<file path="config.mk">
export PLATFORM = sky130hd
export DESIGN_NAME = aneg_validator
export DESIGN_NICKNAME = d
export VERILOG_FILES = /design/src/rtl/aneg_val_pkg.sv /design/src/rtl/aneg_val_judge.sv /design/src/rtl/aneg_val_retry_ctr.sv /design/src/rtl/aneg_val_fsm.sv /design/src/rtl/aneg_validator.sv
export SDC_FILE = /design/constraint.sdc
export NUM_CORES = 1
export LEC_CHECK = 0
export BUFFER_PORTS_ARGS = -buffer_cell sky130_fd_sc_hd__buf_2
export CAP_MARGIN = 0
export CORE_AREA = 2 2 39 41
export DETAILED_ROUTE_END_ITERATION = 16
export DIE_AREA = 0 0 41 43
export PLACE_DENSITY = 0.69
export SLEW_MARGIN = 20
export SYNTH_ARGS = -nofsm -noshare
export SYNTH_HDL_FRONTEND = slang
export SYNTH_SLANG_ARGS = --single-unit
</file>
<file path="constraint.sdc">
create_clock -name clk -period 1.6 [get_ports clk]
set_clock_uncertainty 0.15 [all_clocks]
set_input_delay 0.32 -clock clk [delete_from_list [all_inputs] [get_ports clk]]
set_output_delay 0.32 -clock clk [all_outputs]
set_load 0.01 [all_outputs]
</file>
<file path="src/rtl/aneg_val_pkg.sv">
package aneg_val_pkg;

  typedef enum logic [2:0] {
    S_WAIT    = 3'd0,
    S_RESTART = 3'd1,
    S_DROP    = 3'd2,
    S_OK      = 3'd3,
    S_FAIL    = 3'd4
  } av_state_e;

  // Rejection rule: vendor bit clear, or partner can negotiate but never acked.
  function automatic logic av_reject(input logic vend, input logic can_nway,
                                     input logic ack);
    return (!vend) || (can_nway && !ack);
  endfunction

endpackage

</file>
<file path="src/rtl/aneg_val_judge.sv">
module aneg_val_judge
  import aneg_val_pkg::*;
#(
  parameter int ABIL_W   = 16,
  parameter int EXP_W    = 16,
  parameter int ACK_BIT  = 14,
  parameter int NWAY_BIT = 0
) (
  input  logic              vend_ok,
  input  logic [ABIL_W-1:0] lp_abil,
  input  logic [EXP_W-1:0]  an_exp,
  output logic              bad
);
  logic ack_seen;
  logic nway_cap;

  assign ack_seen = lp_abil[ACK_BIT];
  assign nway_cap = an_exp[NWAY_BIT];
  assign bad      = av_reject(vend_ok, nway_cap, ack_seen);
endmodule

</file>
<file path="src/rtl/aneg_val_retry_ctr.sv">
module aneg_val_retry_ctr #(
  parameter int RETRY_MAX = 6
) (
  input  logic clk,
  input  logic rst_n,
  input  logic clr,
  input  logic inc,
  output logic at_limit
);
  localparam int CW = $clog2(RETRY_MAX + 1);

  logic [CW-1:0] count_q;

  always_ff @(posedge clk or negedge rst_n) begin
    if (!rst_n)       count_q <= '0;
    else if (clr)     count_q <= '0;
    else if (inc)     count_q <= count_q + 1'b1;
  end

  assign at_limit = (count_q == CW'(RETRY_MAX));

  // the count never runs past the budget
  assert_no_overflow_R8: assert property (@(posedge clk) disable iff (!rst_n)
    count_q <= CW'(RETRY_MAX));
endmodule

</file>
<file path="src/rtl/aneg_val_fsm.sv">
module aneg_val_fsm
  import aneg_val_pkg::*;
(
  input  logic      clk,
  input  logic      rst_n,
  input  logic      an_en,
  input  logic      an_done,
  input  logic      bad,
  input  logic      at_limit,
  output av_state_e state_q,
  output logic      chk_ev,
  output logic      inc,
  output logic      clr
);
  av_state_e state_d;

  assign chk_ev = an_en && an_done && (state_q == S_WAIT);
  assign inc    = chk_ev && bad && !at_limit;
  assign clr    = !an_en || (chk_ev && !bad);

  always_comb begin
    state_d = state_q;
    if (!an_en) begin
      state_d = S_WAIT;
    end else begin
      unique case (state_q)
        S_WAIT:    if (an_done) state_d = bad ? (at_limit ? S_FAIL : S_RESTART) : S_OK;
        S_RESTART: state_d = S_DROP;
        S_DROP:    if (!an_done) state_d = S_WAIT;
        S_OK:      if (!an_done) state_d = S_WAIT;
        S_FAIL:    state_d = S_FAIL;
        default:   state_d = S_WAIT;
      endcase
    end
  end

  always_ff @(posedge clk or negedge rst_n) begin
    if (!rst_n) state_q <= S_WAIT;
    else        state_q <= state_d;
  end

  // leaving the drop-wait state requires done to have fallen
  assert_drop_wait_R7: assert property (@(posedge clk) disable iff (!rst_n)
    ($past(state_q == S_DROP) && state_q == S_WAIT) |-> $past(!an_done || !an_en));
endmodule

</file>
<file path="src/rtl/aneg_validator.sv">
module aneg_validator
  import aneg_val_pkg::*;
#(
  parameter int ABIL_W    = 16,
  parameter int EXP_W     = 16,
  parameter int ACK_BIT   = 14,
  parameter int NWAY_BIT  = 0,
  parameter int RETRY_MAX = 6
) (
  input  logic              clk,
  input  logic              rst_n,
  input  logic              an_en,
  input  logic              an_done,
  input  logic              vend_ok,
  input  logic [ABIL_W-1:0] lp_abil,
  input  logic [EXP_W-1:0]  an_exp,
  output logic              restart_o,
  output logic              result_valid_o,
  output logic              retry_exhausted_o
);
  logic      bad;
  logic      at_limit;
  logic      chk_ev;
  logic      inc;
  logic      clr;
  av_state_e state_q;

  aneg_val_judge #(
    .ABIL_W(ABIL_W), .EXP_W(EXP_W), .ACK_BIT(ACK_BIT), .NWAY_BIT(NWAY_BIT)
  ) judge_i (
    .vend_ok(vend_ok), .lp_abil(lp_abil), .an_exp(an_exp), .bad(bad)
  );

  aneg_val_retry_ctr #(.RETRY_MAX(RETRY_MAX)) ctr_i (
    .clk(clk), .rst_n(rst_n), .clr(clr), .inc(inc), .at_limit(at_limit)
  );

  aneg_val_fsm fsm_i (
    .clk(clk), .rst_n(rst_n), .an_en(an_en), .an_done(an_done), .bad(bad),
    .at_limit(at_limit), .state_q(state_q), .chk_ev(chk_ev), .inc(inc), .clr(clr)
  );

  assign restart_o         = an_en && (state_q == S_RESTART);
  assign result_valid_o    = !an_en || (state_q == S_OK);
  assign retry_exhausted_o = an_en && (state_q == S_FAIL);

  // restart is a single-cycle pulse
  assert_one_cycle_restart_R7: assert property (@(posedge clk) disable iff (!rst_n)
    restart_o |=> !restart_o);
  // a restart only follows a sampled completion with a rejected word
  assert_restart_cause_R3: assert property (@(posedge clk) disable iff (!rst_n)
    $rose(restart_o) |-> $past(chk_ev && bad));
  // valid and exhausted are exclusive
  assert_valid_excl_R8: assert property (@(posedge clk) disable iff (!rst_n)
    !(result_valid_o && retry_exhausted_o));
  // exhaustion only from a full budget
  assert_exhaust_at_limit_R8: assert property (@(posedge clk) disable iff (!rst_n)
    $rose(retry_exhausted_o) |-> $past(at_limit && bad));
  // disabled negotiation never restarts
  assert_disabled_quiet_R1: assert property (@(posedge clk) disable iff (!rst_n)
    !an_en |-> (!restart_o && result_valid_o));
endmodule

</file>
-- Yosys cells after proc, flatten, opt, wreduce, memory -nomap -nowiden
Index checks and enable logic that the tools add are counted.
Widths: inputs -> output; s select.
- logic and storage cells: 38
- flip-flop bits (word level): 6
- output and inout port bits: 3
- muxes and demuxes: 8
- add/subtract/negate cells: 1
- reductions and logical operators: 20
- eq/ne operators: 7
- operator list (operator ; count):
    $mux 3 ; 7
    $pmux 3 s4 ; 1
    $logic_and 1x1->1 ; 8
    $eq 3x2->1 const B ; 2
    $eq 3x3->1 const B ; 2
    $ne 3x3->1 const B ; 2
    $logic_not 1->1 ; 5
    $add 3x1->3 const B ; 1
    $eq 3x1->1 const B ; 1
    $logic_not 3->1 ; 1
    $logic_or 1x1->1 ; 3
    $reduce_and 2->1 ; 1
    $reduce_bool 2->1 ; 1
    $reduce_or 2->1 ; 1

-- Depth between registers and ports, before layout
Gate-level depths: netlist (run 1).
- depth after elaboration: 7
- gate-level depth with buffers: 6
- gate-level depth less buffers: 6

-- Modules after synthesis
A second synthesis (run 1) with hierarchy kept.
- cell total of the unflattened synthesis: 42
- area, all modules: 405.4 um2
- by module, submodules not included (module ; seq. area each (um2) ; times used ; area each (um2) ; cells each):
    aneg_val_fsm ; 75.1 ; 1 ; 193.9 ; 21
    aneg_val_retry_ctr ; 75.1 ; 1 ; 162.7 ; 15
    aneg_validator ; 0.0 ; 1 ; 36.3 ; 4
    aneg_val_judge ; 0.0 ; 1 ; 12.5 ; 2

-- Worst setup path before layout (run 1)
No wires, ideal clock.
- kind: flip-flop to flip-flop
- start point: register ctr_i.count_q[0]
- end point: register ctr_i.count_q[0]
- slack: 0.140 ns
- arrival time: 1.230 ns
- buffers on the path: 0
- cell stages (with the launch flop): 7
- library setup time: 0.079 ns
- cells stage by stage: dfrtp_1 > inv_1 > ha_1 > nand2_1 > a21oi_1 > nor4_2 > mux2i_1
- longest elaborated chain between the ends: 4
- elaborated cells on any way between the ends: 7
- those cells by class: add/sub: 1; eq/ne: 1; mux: 2; reduce/logical: 3
- RTL lines (what ; line ; RTL):
    start, declared ; aneg_val_retry_ctr.sv:12 ; logic [CW-1:0] count_q;
    start signal, assigned ; aneg_val_retry_ctr.sv:17 ; else if (inc) count_q <= count_q + 1'b1;
    parallel branches: the longest is 4 deep, another holds $add 3x1->3 ; - ;
Several ways; the timed one is not identified. The select of a mux whose other input is x is not followed.
A chain may end at the register's enable or synchronous reset.

-- Final worst setup path (run 1)
- start point: register fsm_i.state_q[1]
- end point: output restart_o
- longest elaborated chain between the ends: 2
- RTL lines (what ; line ; RTL):
    start, declared ; aneg_val_fsm.sv:10 ; output av_state_e state_q,
    start signal, assigned ; aneg_val_fsm.sv:39 ; else state_q <= state_d;
    $eq 3x1->1 ; aneg_validator.sv:43 ; assign restart_o = an_en && (state_q == S_RESTART);
    $logic_and 1x1->1 ; aneg_validator.sv:43 ;
    end, declared ; aneg_validator.sv:17 ; output logic restart_o,
Every way passes these cells.

==> results of run 1 <==
-- tightest hold or removal path: stages --
cell	delay, ps
buf_2	160
nand2_1	70
mux2i_1	60
-- power breakdown --
part | internal, W | leakage (nW) | total, W | switching (W)
clock | 0.0000847 | 0.0138 | 0.000137 | 0.0000520
combinational | 0.0000446 | 0.173 | 0.0000864 | 0.0000418
sequential | 0.000159 | 0.0773 | 0.000165 | 0.00000589
-- layout by cell type (no fill, tap or decap) --
cell           count
a211oi_1           1
and2_1             1
or2b_1             1
inv_2              1
a21oi_1            4
and3_1             1
nand3b_1           2
a21oi_2            1
a31o_2             1
dlygate4sd3_1      1
nand2b_1           1
dfrtp_2            3
ha_1               1
mux2i_1            2
clkbuf_4           3
nand2_1            3
ha_2               1
buf_2              9
nor4_1             1
buf_4              7
inv_1              2
nor4_4             1
nand3_2            1
nor4b_4            1
nand3_1            2
nor2_1             2
nand2b_4           1
o21ai_0            3
dfrtp_1            3
-- synthesized netlist by cell type --
cell type	number
a21oi_1	5
nor4_2	1
nand2b_4	1
o21ai_0	3
or2b_1	1
a211oi_1	1
buf_2	1
a31o_2	1
and3_1	1
nand3b_1	2
nand3_1	3
nor4_1	1
mux2i_1	2
ha_1	2
nand2_1	3
nor2_1	2
nand2b_1	1
and2_1	1
inv_1	3
dfrtp_1	6
nor4b_4	1
-- area by class of cell --
cell class | count | area (um^2)
fillers | 146 | 816
inverters | 3 | 11.3
clock buffers | 3 | 22.5
flip-flops and latches | 6 | 154
well taps | 16 | 20.0
repair buffers | 17 | 108
multi-input cells | 32 | 253
-- how the worst min path moves through the flow --
stage	start	endpoint	slack [ps]	cells after the start
3_3_place_gp	rst_n	ctr_i.count_q[1]	-0.8	1
3_5_place_dp	rst_n	ctr_i.count_q[1]	2	1
6_report	an_en	ctr_i.count_q[1]	260	3
2_1_floorplan	rst_n	ctr_i.count_q[0]	-130	0
4_1_cts	an_en	ctr_i.count_q[1]	250	3
5_1_grt	an_en	ctr_i.count_q[1]	270	3
-- logic make-up after synthesis --
group	synth area share [%]
fa+ha+maj	6.27
compound gates	14.1
flops	37.6
mux	5.02
buf+inv	4.07
simple gates	32.9
-- metal layers --
metal | up-vias | share of wire (%)
met2 | 7 | 54
met1 | 183 | 41
met5 | - | 0
li1 | 190 | -
met3 | 2 | 3.8
met4 | 0 | 0.90
-- repair_timing --
| action | 4_1_cts | 5_1_grt |
|---|---|---|
| setup buffers | 4 | 1 |
| gates resized for setup | 2 | 6 |
| hold endpoints to repair | 6 | 0 |
| hold buffers | 1 | 0 |
| pin swaps | 0 | 1 |
| endpoints found under the setup margin | 2 | 4 |
-- stage by stage --
step,cells,area (um^2),worst slack (ps),hold slack [ps]
6_report,77,568,20.4,261
5_1_grt,77,568,-37.8,273
4_1_cts,76,539,-0.258,252
3_5_place_dp,68,474,18.0,1.95
3_3_place_gp,68,474,36.3,-0.846
2_1_floorplan,42,399,140,-126
-- registers in the layout (all words and copies together), names as in the netlist --
signal / flops
ctr_i.count_q: 3
fsm_i.state_q: 3
==> flow_summary.json, run 1 <==
{
  "hp-class": "input port to register",
  "use_met2_pct": 20.3,
  "syn_avg_cell_area_um2": 9.50,
  "path_depth": 3,
  "crit_required_ps": 1130,
  "drt_wl_total_um": 886,
  "rsz0062_at_grt": "yes",
  "dp.final_hpwl_um": 660,
  "synth_nets": 81,
  "synth.top_cell.area_share_pct": 37.6,
  "yosys_register_bits": 6,
  "cp-endpoint": "restart_o",
  "grt_max_degree": 10,
  "finalCriticalPeriod_ps": 1580,
  "drive_gt1_share_pct": 49.2,
  "timing.fmax_mhz": 633,
  "yosysWarnings": 0,
  "drtIter0Drc": 6,
  "total_power_w": 0.000388,
  "die_w_um": 41,
  "final.setup.tns_ps": 0,
  "drc_errors": 0,
  "met3_usage_pct": 3.14,
  "crit_buf_inv": 1,
  "cap_violations": 0,
  "grt-ovfl-total": 0,
  "powerDensity_nw_per_um2": 683,
  "critPathSlowestCell": "dfrtp_2",
  "cts_num_sinks": 6,
  "crit_arrival_ps": 1110,
  "startpoint": "fsm_i.state_q[1]",
  "synthTopCellsByArea": "dfrtp_1, a21oi_1, ha_1, nor4b_4, mux2i_1",
  "setup_viol_count_final": 0,
  "syn_to_final_growth_pct": 42.3,
  "ys_seq_area_share_pct": 37.6,
  "dieArea_um2": 1760,
  "regToRegSetupSlack_ps": 50,
  "rr_worst_depth": 6,
  "yosysUniqueCellTypes": 21,
  "antenna_found_initial": 0,
  "path_cells": "or2b_1 > nor2_1 > buf_2",
  "busiest_layer": "met2",
  "ir_worst_vdd_mv": 0.430,
  "path_class": "register to primary output",
  "fin_crit_sh_pct": 98.7,
  "path_max_fanout": 5,
  "first_pass_iters": 2,
  "maxSlewViolCount": 0,
  "start_util_pct": 28.8,
  "grt_pass1_wl_um": 1410,
  "use_met1_pct": 11.9,
  "status": "complete, no violations",
  "antenna_cells": 0,
  "cts_buffers": 3,
  "r2r-start": "ctr_i.count_q[0]",
  "via_per_inst": 4.96,
  "cts-root-buf": "clkbuf_4",
  "leakagePower_nw": 0.264,
  "slowest_delay_ps": 420,
  "routedWlPerCell_um": 11.5,
  "grtUsageTotal_pct": 11.8,
  "grt_pass1_vias": 397,
  "start_kind": "register",
  "worstMarginPinSlew_ps": 287,
  "path_delay_family": "flip-flops",
  "vias": 382,
  "fin_util_pct": 41.0,
  "nNetsFinal": 102,
  "synthesis.area_um2": 399,
  "die_h_um": 43,
  "port_buffers": 9,
  "ctsLongestPathBuffers": 2,
  "synthCells": 42,
  "endpoint_kind": "primary output",
  "slew_headroom_pct": 80.7,
  "io_pins": 40,
  "final_hold_viol_count": 0,
  "clk_pin_slew_ps": 50,
  "coreArea_um2": 1380,
  "reg2reg_to": "ctr_i.count_q[0]",
  "clkLatencyLatePin_ps": 240,
  "htree_levels": 1,
  "ant_nets": 0,
  "place_congestion": 0.737,
  "yosysTopAreaCell": "dfrtp_1",
  "num_rows": 14,
  "cts_tree": "done"
}
No activity file was read; power rests on OpenSTA's default activity.
==> inputs of run 2 (changes only) <==
--- a/config.mk
+++ b/config.mk
@@ -10,7 +10,7 @@
 export CORE_AREA = 2 2 39 41
 export DETAILED_ROUTE_END_ITERATION = 16
 export DIE_AREA = 0 0 41 43
-export PLACE_DENSITY = 0.69
+export PLACE_DENSITY_LB_ADDON = 0.15
 export SLEW_MARGIN = 20
 export SYNTH_ARGS = -nofsm -noshare
 export SYNTH_HDL_FRONTEND = slang
==> flow_summary.json, run 2 (synthesized netlist as in run 1, its figures left out) <==
{
  "io_pins": 40,
  "path_class": "register to primary output",
  "ir_worst_vdd_mv": 0.276,
  "grt_pass1_vias": 338,
  "syn_to_final_growth_pct": 44.8,
  "hp-class": "input port to register",
  "top_regs": "ctr_i.count_q (3), fsm_i.state_q (3)",
  "fin_area_um2": 578,
  "die_h_um": 43,
  "cp-endpoint": "restart_o",
  "fin_crit_sh_pct": 97.7,
  "antenna_found_initial": 0,
  "grt-ovfl-total": 0,
  "cap_violations": 0,
  "clk_pin_slew_ps": 50,
  "use_met2_pct": 17.2,
  "met3_usage_pct": 1.57,
  "path_max_fanout": 6,
  "internal-power_w": 0.000286,
  "finalCriticalPeriod_ps": 1560,
  "mostFrequentLayoutCells": "buf_2, buf_4, a21oi_1, dfrtp_1",
  "start_kind": "register",
  "cts_num_sinks": 6,
  "placed_cell_area_um2": 497,
  "worstMarginPinSlew_ps": 256,
  "timing.fmax_mhz": 640,
  "coreArea_um2": 1380,
  "cts_tree": "done",
  "drc_errors": 0,
  "leakagePower_nw": 0.282,
  "rsz0062_at_grt": "yes",
  "die_w_um": 41,
  "p_switching_w": 0.0000976,
  "crit_required_ps": 1130,
  "ctsLongestPathBuffers": 2,
  "antenna_cells": 0,
  "power_frac_seq_pct": 42.8,
  "start_util_pct": 28.8,
  "htree_levels": 1,
  "grt_max_degree": 10,
  "slew_headroom_pct": 82.8,
  "use_met1_pct": 14.2,
  "clockPowerShare_pct": 35.7,
  "rr_worst_depth": 5,
  "regToRegSetupSlack_ps": 70,
  "port_buffers": 9,
  "reg2reg_to": "ctr_i.count_q[0]",
  "nNetsFinal": 102,
  "setup_viol_count_final": 0,
  "ant_nets": 0,
  "startpoint": "fsm_i.state_q[2]",
  "clkLatencyLatePin_ps": 240,
  "endpoint_kind": "primary output",
  "dieArea_um2": 1760,
  "total_power_w": 0.000383,
  "place_congestion": 0.616,
  "crit_arrival_ps": 1090,
  "p_comb_share_pct": 21.5,
  "final_common_cell": "buf_2",
  "power_switching_share_pct": 25.5,
  "drive_gt1_share_pct": 47.5,
  "drt_wl_total_um": 846,
  "via_per_inst": 4.71,
  "status": "complete, no violations",
  "holdWs_ps": 254,
  "drtIter0Drc": 1,
  "r2r-start": "fsm_i.state_q[0]",
  "busiest_layer": "met2",
  "routedWlPerCell_um": 11.0,
  "dp.final_hpwl_um": 649,
  "maxSlewViolCount": 0,
  "num_rows": 14,
  "final_hold_viol_count": 0,
  "cts_buffers": 3,
  "powerDensity_nw_per_um2": 663,
  "vias": 363,
  "first_pass_iters": 4,
  "grtUsageTotal_pct": 11.4,
  "cts-root-buf": "clkbuf_4",
  "grt_pass1_wl_um": 1320
}
## run 2: cell counts in the layout (fill, tap and decap cells not counted)
No cell type changed its count.
## run 2: worst min-delay path by stage
stage | startpoint | end | cells after the start
floorplan | rst_n | ctr_i.count_q[0] | 0
global placement | rst_n | ctr_i.count_q[2] | 1
detailed placement | rst_n | ctr_i.count_q[2] | 1
CTS | an_done | fsm_i.state_q[1] | 3
global route | an_en | ctr_i.count_q[2] | 3
finish | an_en | ctr_i.count_q[1] | 3
## run 2: layer usage
| layer | wire (um) | vias to the layer above | share of wire [%] |
|---|---|---|---|
| met4 | 0 | 0 | 0 |
| met2 | 420 | 7 | 50 |
| met1 | 392 | 163 | 46 |
| met3 | 32 | 0 | 3.8 |
| li1 | - | 193 | - |
| met5 | 0 | - | 0 |
## run 2: cell type report
cell class                      instances  area, um^2
Fill cell                             134         806
Multi-Input combinational cell         32         264
Sequential cell                         6         153
Timing Repair Buffer                   17         108
Clock buffer                            3        22.5
Tap cell                               16        20.0
Inverter                                3        11.3
## run 2: what timing repair did
item | 4_1_cts | 5_1_grt
gates resized for setup | 2 | 7
hold buffers | 1 | 0
pin swaps | 0 | 2
buffers inserted | 2 | 0
endpoints found under the hold margin | 6 | 0
endpoints found under the setup margin | 2 | 3
## run 2: power by group through the flow
stage               registers [W]  clock network (W)  logic (W)
CTS                      0.000163           0.000149  0.0000796
global placement         0.000170                  0  0.0000681
floorplan                0.000169                  0  0.0000386
detailed placement       0.000170                  0  0.0000672
finish                   0.000164           0.000137  0.0000822
global route             0.000164           0.000157  0.0000903
## run 2: stage by stage
step / setup slack [ps] / util, % / setup TNS (ps) / cells
floorplan: 140 / - / 0 / 42
global placement: 34.4 / 35.9 / 0 / 71
detailed placement: 51.0 / 35.9 / 0 / 71
CTS: 19.5 / 39.5 / 0 / 77
global route: -28.2 / 41.8 / -58.1 / 77
finish: 36.7 / 41.8 / 0 / 77
## run 2: critical path, stage by stage, from the launching register on
cell and delay (ps):
dfrtp_1 440, nand2b_1 190, nor2_1 90, buf_2 130
==> inputs of run 3 (changes only) <==
--- a/config.mk
+++ b/config.mk
@@ -11,6 +11,7 @@
 export DETAILED_ROUTE_END_ITERATION = 16
 export DIE_AREA = 0 0 41 43
 export PLACE_DENSITY_LB_ADDON = 0.15
+export REMOVE_ABC_BUFFERS = 1
 export SLEW_MARGIN = 20
 export SYNTH_ARGS = -nofsm -noshare
 export SYNTH_HDL_FRONTEND = slang
==> flow_summary.json, run 3 (synthesized netlist as in run 1, its figures left out) <==
{
  "status": "complete, no violations",
  "grt-ovfl-total": 0,
  "grt_max_degree": 10,
  "path_max_fanout": 4,
  "routedWlPerCell_um": 10.9,
  "drive_gt1_share_pct": 50.8,
  "maxSlewViolCount": 0,
  "placed_cells": 71,
  "total_power_w": 0.000383,
  "path_class": "register to primary output",
  "holdWs_ps": 241,
  "drc_errors": 0,
  "ctsLongestPathBuffers": 2,
  "cts_buffers": 3,
  "coreArea_um2": 1380,
  "place_congestion": 0.612,
  "dieArea_um2": 1760,
  "crit_arrival_ps": 1100,
  "stdcell_count": 79,
  "leakagePower_nw": 0.273,
  "die_w_um": 41,
  "fillCellCount": 149,
  "final_hold_viol_count": 0,
  "num_rows": 14,
  "ant_nets": 0,
  "cts_tree": "done",
  "cts_num_sinks": 6,
  "ir_worst_vdd_mv": 0.274,
  "first_pass_iters": 2,
  "clk_pin_slew_ps": 40,
  "port_buffers": 9,
  "mostFrequentLayoutCells": "buf_2, buf_4, a21oi_1",
  "clkLatencyLatePin_ps": 240,
  "grt_pass1_wl_um": 1410,
  "syn_to_final_growth_pct": 45.8,
  "cts-root-buf": "clkbuf_4",
  "critPathSlowestCell": "dfrtp_2",
  "crit_required_ps": 1130,
  "setup_viol_count_final": 0,
  "vias": 368,
  "placed_cell_area_um2": 497,
  "rr_worst_depth": 6,
  "min_path_cells": 3,
  "via_per_inst": 4.66,
  "nNetsFinal": 104,
  "antenna_found_initial": 0,
  "io_pins": 40,
  "antenna_cells": 0,
  "fin_crit_sh_pct": 98.0,
  "cap_violations": 0,
  "fin_area_um2": 582,
  "start_util_pct": 28.8,
  "endpoint_kind": "primary output",
  "die_h_um": 43,
  "drt_wl_total_um": 863,
  "dp.final_hpwl_um": 663,
  "htree_levels": 1,
  "path_cells": "or2b_1 > nor2_1 > buf_2",
  "timing.fmax_mhz": 638,
  "slowest_delay_ps": 410,
  "powerDensity_nw_per_um2": 659,
  "finalCriticalPeriod_ps": 1570,
  "slew_headroom_pct": 83.6,
  "hp-class": "input port to register",
  "rsz0062_at_grt": "yes",
  "final.setup.tns_ps": 0,
  "grt_pass1_vias": 368,
  "regToRegSetupSlack_ps": 70,
  "worstMarginPinSlew_ps": 245,
  "start_kind": "register",
  "drtIter0Drc": 3,
  "top_regs": "ctr_i.count_q (3), fsm_i.state_q (3)",
  "grtUsageTotal_pct": 11.8
}
==> run 3: final timing paths <==
path                                  start                to
min in group asynchronous             rst_n  ctr_i.count_q[0]
setup / recovery           fsm_i.state_q[1]         restart_o
hold reg to reg            fsm_i.state_q[0]  fsm_i.state_q[0]
setup reg to reg           ctr_i.count_q[1]  ctr_i.count_q[0]
max in group asynchronous             rst_n  fsm_i.state_q[1]
hold / removal                      an_done  fsm_i.state_q[1]
==> run 3: layout make-up <==
cell class / count / area [um^2] / share of cell area, %
Clock buffer: 3 / 22.5 / 3.87
Inverter: 3 / 11.3 / 1.94
Multi-Input combinational cell: 32 / 251 / 43.2
Sequential cell: 6 / 154 / 26.5
Tap cell: 16 / 20.0 / 3.44
Timing Repair Buffer: 19 / 123 / 21.1
==> run 3: timing repair <==
action                                  CTS  global route
gates resized for setup                   2             6
pin swaps                                 0             3
endpoints found under the setup margin    3             4
hold buffers                              1             0
buffers inserted                          2             2
endpoints found under the hold margin     6             0
==> run 3: critical path, delay by kind of cell, from the launching register on <==
| family | cells | cell delay [ps] |
|---|---|---|
| flip-flops | 1 | 410 |
| AND/OR/NAND/NOR | 2 | 320 |
| buffers and inverters | 1 | 130 |
==> run 3: power by group <==
part           internal, W  switching [W]
registers         0.000159     0.00000519
clock network    0.0000847      0.0000529
logic            0.0000418      0.0000395
==> run 3: through the flow <==
step	worst slack [ps]	utilization, %
CTS	23.0	39.5
global placement	48.9	35.9
global route	-32.6	42.0
finish	32.7	42.0
floorplan	140	-
detailed placement	57.4	35.9
==> run 3: metal layers <==
metal	GRT usage (%)	routed length, um
met5	0	0
met2	17.5	405
met4	8.00	0
met1	15.0	417
met3	1.57	40
